File: src/rtl/tcon_pkg.sv
package tcon_pkg;
  localparam int unsigned REG_W   = 8;
  localparam int unsigned N_FLAGS = 4;
  localparam int unsigned N_CH    = 2;

  // Flag index (ext0, tmr0, ext1, tmr1) to register bit position.
  function automatic int unsigned flag_pos(input int unsigned idx);
    return 1 + 2 * (idx / 2) + 4 * (idx % 2);
  endfunction

  // Type bit of external channel c; run bit of timer c.
  function automatic int unsigned type_pos(input int unsigned ch);
    return 2 * ch;
  endfunction

  function automatic int unsigned run_pos(input int unsigned ch);
    return 4 + 2 * ch;
  endfunction
endpackage

File: src/rtl/tcon_fall_det.sv
module tcon_fall_det (
  input  logic clk,
  input  logic rst,
  input  logic pin_n,
  output logic fall
);
  logic prev_q;

  always_ff @(posedge clk) begin
    if (rst) prev_q <= 1'b1;
    else     prev_q <= pin_n;
  end

  assign fall = prev_q & ~pin_n;

  // a falling edge yields a single-cycle pulse
  a_r6_single_pulse: assert property (@(posedge clk) disable iff (rst)
    fall |=> !fall);
endmodule

File: src/rtl/tcon_flag_bit.sv
module tcon_flag_bit (
  input  logic clk,
  input  logic rst,
  input  logic hw_set,
  input  logic wr_en,
  input  logic wr_val,
  input  logic ack,
  input  logic force_en,
  input  logic force_val,
  output logic q
);
  always_ff @(posedge clk) begin
    if (rst)           q <= 1'b0;
    else if (force_en) q <= force_val;
    else if (hw_set)   q <= 1'b1;
    else if (wr_en)    q <= wr_val;
    else if (ack)      q <= 1'b0;
  end

  // level mode tracks the forced value regardless of writes/acks
  a_r7_level_track: assert property (@(posedge clk) disable iff (rst)
    force_en |=> q == $past(force_val));
  // hardware set is never lost
  a_r9_set_wins: assert property (@(posedge clk) disable iff (rst)
    (hw_set && !force_en) |=> q);
  // software write beats acknowledge
  a_r10_write_wins: assert property (@(posedge clk) disable iff (rst)
    (wr_en && !hw_set && !force_en) |=> q == $past(wr_val));
  // a lone acknowledge clears
  a_r8_ack_clears: assert property (@(posedge clk) disable iff (rst)
    (ack && !wr_en && !hw_set && !force_en) |=> !q);
endmodule

File: src/rtl/tcon_reg.sv
module tcon_reg #(
  parameter int unsigned ADDR_W   = 8,
  parameter logic [7:0]  REG_ADDR = 8'h88,
  parameter logic [7:0]  BIT_BASE = 8'h88
) (
  input  logic              clk,
  input  logic              rst,
  input  logic [ADDR_W-1:0] sfr_addr,
  input  logic              sfr_we,
  input  logic [7:0]        sfr_wdata,
  output logic [7:0]        sfr_rdata,
  input  logic [ADDR_W-1:0] bit_addr,
  input  logic              bit_we,
  input  logic              bit_wval,
  input  logic [1:0]        tmr_ovf,
  input  logic [1:0]        xint_n,
  input  logic [3:0]        intr_ack,
  output logic [1:0]        tmr_run,
  output logic [3:0]        irq_pend
);
  import tcon_pkg::*;

  localparam int unsigned SEL_W = $clog2(REG_W);

  logic [REG_W-1:0] ctl_q;
  logic [REG_W-1:0] wr_mask;
  logic [REG_W-1:0] wr_vals;
  logic [N_CH-1:0]  fall;
  logic             byte_hit;
  logic             bit_hit;
  logic [SEL_W-1:0] bit_sel;

  assign byte_hit = sfr_we && (sfr_addr == ADDR_W'(REG_ADDR));
  assign bit_hit  = bit_we &&
                    (bit_addr[ADDR_W-1:SEL_W] == ADDR_W'(BIT_BASE) >> SEL_W);
  assign bit_sel  = bit_addr[SEL_W-1:0];

  // Merge byte and single-bit writes; the single bit overrides its lane.
  always_comb begin
    wr_mask = byte_hit ? '1 : '0;
    wr_vals = sfr_wdata;
    if (bit_hit) begin
      wr_mask[bit_sel] = 1'b1;
      wr_vals[bit_sel] = bit_wval;
    end
  end

  genvar c, i;
  generate
    for (c = 0; c < N_CH; c++) begin : g_ch
      localparam int unsigned TP = type_pos(c);
      localparam int unsigned RP = run_pos(c);

      tcon_fall_det u_fall (
        .clk   (clk),
        .rst   (rst),
        .pin_n (xint_n[c]),
        .fall  (fall[c])
      );

      always_ff @(posedge clk) begin
        if (rst) begin
          ctl_q[TP] <= 1'b0;
          ctl_q[RP] <= 1'b0;
        end else begin
          if (wr_mask[TP]) ctl_q[TP] <= wr_vals[TP];
          if (wr_mask[RP]) ctl_q[RP] <= wr_vals[RP];
        end
      end

      assign tmr_run[c] = ctl_q[RP];
    end

    for (i = 0; i < N_FLAGS; i++) begin : g_flag
      localparam int unsigned FP = flag_pos(i);
      localparam int unsigned CH = i / 2;
      logic hw_set, force_en, force_val;

      if (i % 2 == 0) begin : g_ext
        assign hw_set    = ctl_q[type_pos(CH)] & fall[CH];
        assign force_en  = ~ctl_q[type_pos(CH)];
        assign force_val = ~xint_n[CH];
      end else begin : g_tmr
        assign hw_set    = tmr_ovf[CH];
        assign force_en  = 1'b0;
        assign force_val = 1'b0;
      end

      tcon_flag_bit u_flag (
        .clk       (clk),
        .rst       (rst),
        .hw_set    (hw_set),
        .wr_en     (wr_mask[FP]),
        .wr_val    (wr_vals[FP]),
        .ack       (intr_ack[i]),
        .force_en  (force_en),
        .force_val (force_val),
        .q         (ctl_q[FP])
      );

      assign irq_pend[i] = ctl_q[FP];
    end
  endgenerate

  assign sfr_rdata = (sfr_addr == ADDR_W'(REG_ADDR)) ? ctl_q : '0;

  // reset leaves everything clear
  a_r1_reset_clear: assert property (@(posedge clk)
    rst |=> (ctl_q == '0));
  // a timer strobe always shows up as pending
  a_r5_ovf_sets: assert property (@(posedge clk) disable iff (rst)
    tmr_ovf[0] |=> irq_pend[1]);
  a_r5_ovf1_sets: assert property (@(posedge clk) disable iff (rst)
    tmr_ovf[1] |=> irq_pend[3]);
  // a read at the register address agrees with the pending outputs
  a_r2_read_match: assert property (@(posedge clk) disable iff (rst)
    (sfr_addr == ADDR_W'(REG_ADDR)) |->
      (sfr_rdata[7] == irq_pend[3] && sfr_rdata[1] == irq_pend[0]));
  // edge mode with no events keeps the ext-0 flag stable
  a_r6_hold: assert property (@(posedge clk) disable iff (rst)
    (ctl_q[0] && !fall[0] && !wr_mask[1] && !intr_ack[0]) |=> $stable(irq_pend[0]));
endmodule

File: config.mk
export PLATFORM = sky130hd
export DESIGN_NAME = tcon_reg
export DESIGN_NICKNAME = d
export VERILOG_FILES = /design/src/rtl/tcon_pkg.sv /design/src/rtl/tcon_fall_det.sv /design/src/rtl/tcon_flag_bit.sv /design/src/rtl/tcon_reg.sv
export SDC_FILE = /design/constraint.sdc
export NUM_CORES = 1
export LEC_CHECK = 0
export BUFFER_PORTS_ARGS = -buffer_cell sky130_fd_sc_hd__buf_2
export CAP_MARGIN = 10
export CORE_MARGIN = 2
export CORE_UTILIZATION = 44
export CTS_CLUSTER_SIZE = 24
export DETAILED_ROUTE_END_ITERATION = 12
export PLACE_DENSITY = 0.88
export SETUP_SLACK_MARGIN = 0.05
export SLEW_MARGIN = 20
export SYNTH_ARGS = -nofsm -noshare
export SYNTH_HDL_FRONTEND = slang
export SYNTH_SLANG_ARGS = --single-unit
File: constraint.sdc
create_clock -name clk -period 3.35 [get_ports clk]
set_input_delay 0.335 -clock clk [delete_from_list [all_inputs] [get_ports clk]]
set_output_delay 0.335 -clock clk [all_outputs]
set_load 0.03 [all_outputs]
==> metrics.cfg <==
[logic_synthesis]
synth_commonest_cells = dfxtp_1 (10), and2_1 (8), buf_4 (6), nand3_1 (6), nor2b_1 (5)
synth_xor_area_frac = 0
synth_fa_ha_area_frac = 0
synth_edf_count = 0
yosys.area_share.simple = 0.398
syn_inst = 82
muxShareOfSynthArea = 0.0387
yosysWarnings = 0
synth.area.top_cells = dfxtp_1 (26%), and2_1 (6.5%), a221oi_2 (5.8%), buf_4 (5.8%), nor2b_1 (4.0%)
ys.flop_type = dfxtp_1
synth_area_um2 = 776
syn_avg_cell_area_um2 = 9.46
synth_area_leader_cell = dfxtp_1
synth_compound_area_frac = 0.223
yosys.area.top_type_share = 0.258
syn-num-nets = 119
synth_top_family_by_area = simple AND/OR/NAND/NOR gates
yosys_register_bits = 10
synth.distinct_cells = 31
synthArstFlopShare = 0
yosysMostFrequentCell = dfxtp_1
synth_seq_area_share = 0.258

[power_and_ir_drop]
switching_power_mw = 0.0785
power_mw = 0.296
powerDensity_nw_per_um2 = 287
p_comb_frac = 0.201
p_int_mw = 0.217
ir_worst_vdd_mv = 0.130
switching_share = 0.266
clkPwrFrac = 0.375
p_leak_nw = 0.515
seq_power_share = 0.423

[clock_tree]
numClockSinks = 10
cts.clk_slew.worst_paths_ps = 70
tritoncts = done
postCtsHoldBufs = 0
clock_path_buffers = 2
cts-root-buf = clkbuf_4
htree_levels = 1
worst_skew_pair.late_latency_ps = 260
cts_setup_buffers = 0
cts_resized = 0
cts_buffers = 3

[timing]
setup_viol = 0
fin_ws_ps = 1380
fin_crit_sh = 0.588
hold_viol_final = 0
final_max_slew_viol_count = 0
fin_skew_ps = 2.05
finalCriticalPeriod_ps = 1970
hold_slack_ps = 279
tightestPinTransition_ps = 418
rsz0062_at_grt = false
maxSlewHeadroom = 0.719
setup_tns_ps = 0
max_freq_mhz = 507

[global_route]
overflow = 0
grt_first_pass_wirelength_um = 2950
grt_use_total = 0.195
grt_pass1_vias = 710
grt_max_degree = 14
antenna_found_initial = 0

[floorplanning]
die_x_um = 46.0
pin_count = 51
dieHeight_um = 46.0
core.rowCount = 15
coreArea_um2 = 1690
initial_core_util = 0.459
dieArea_um2 = 2120

[placed_design]
pre_cts_slack_ps = 1400
placed_cells = 141
dpl_cell_area_um2 = 995
dp_hpwl_um = 1610
place.gp.congestion = 0.817
io_buffers = 50

[critical_path]
ff2ff_setup_slack_ps = 2240
worstSetupPathType = input port to output port
endpoint_kind = output port
crit_arrival_ps = 1640
critPathLaunchType = input port
cp_max_fo = 13
cp.required_ps = 3010

[finish]
fin_nets = 166
final_cells = 145
syn_to_final_growth_pct = 32.9
layout-drive-gt1-share = 0.539
stdcell_area_um2 = 1030
postLayoutCoreUtil = 0.610
antennaDiodeCount = 0

[flow_run]
drv_cap = 0

[route]
num_vias = 820
drt_iter0_markers = 8
via_per_inst = 5.66
totalWireLength_um = 1960
dr.pass1.iters = 4
ant_nets = 0
wl_per_cell_um = 13.5
drc = 0

[min_path]
hold_class = input port to flop

[status]
status = complete, no violations

-- sequential cells by signal (all words and copies together) (netlist names) --
register and cells:
g_flag.u_flag.q 4, ctl_q 2, g_ch.u_fall.prev_q 2, tmr_run 2
-- worst max-delay path, cell delays in order --
cell     delay, ps
buf_2          100
nor4b_2        330
and3_1         450
and2_1         210
buf_2          200
-- logic make-up after synthesis --
kind of cell / Yosys count
multiplexers: 3
AO/OA/AOI/OAI: 19
AND/OR/NAND/NOR: 39
buffers and inverters: 11
flip-flops: 10
-- final cells by class --
cell class	instances	area, µm²
Clock buffer	4	36.3
Fill cell	158	658
Inverter	3	11.3
Multi-Input combinational cell	61	512
Sequential cell	10	200
Tap cell	17	21.3
Timing Repair Buffer	50	250
-- power groups by stage --
stage | sequential, mW | clock (mW) | combinational [mW]
2_1_floorplan | 0.127 | 0 | 0.0319
4_1_cts | 0.125 | 0.112 | 0.0598
3_5_place_dp | 0.128 | 0 | 0.0596
6_report | 0.125 | 0.111 | 0.0595
3_3_place_gp | 0.127 | 0 | 0.0580
5_1_grt | 0.125 | 0.119 | 0.0648
-- final timing paths --
| path | startpoint | endpoint | depth (start not counted) |
|---|---|---|---|
| worst max-delay path | sfr_addr[5] | sfr_rdata[3] | 5 |
| worst min-delay path | xint_n[0] | g_ch[0].u_fall.prev_q | 2 |
| worst max register to register | g_ch[1].u_fall.prev_q | g_flag[2].u_flag.q | 4 |
| worst min register to register | g_flag[1].u_flag.q | g_flag[1].u_flag.q | 2 |
-- layout by cell type (no fill, tap or decap), types with 2 or more instances in the layout --
cell       instances
nor2b_1            5
and2b_1            2
clkbuf_4           3
buf_2             50
nand3_1            6
a22oi_1            3
nand3b_1           2
and2_1             8
a31o_1             2
a221oi_2           3
or2_2              2
mux2i_1            3
dfxtp_1           10
a21oi_1            3
a2111oi_2          2
and3b_1            2
a31oi_1            4
nor2_1             2
inv_1              3
-- routing by layer --
metal  GRT usage  share of wire  vias up
met1       0.237           0.41      365
li1            -              -      397
met4       0.103          0.019        0
met2       0.328           0.47       52
met5           0              0        -
met3      0.0238           0.10        6
(Power assumes the default switching activity.)
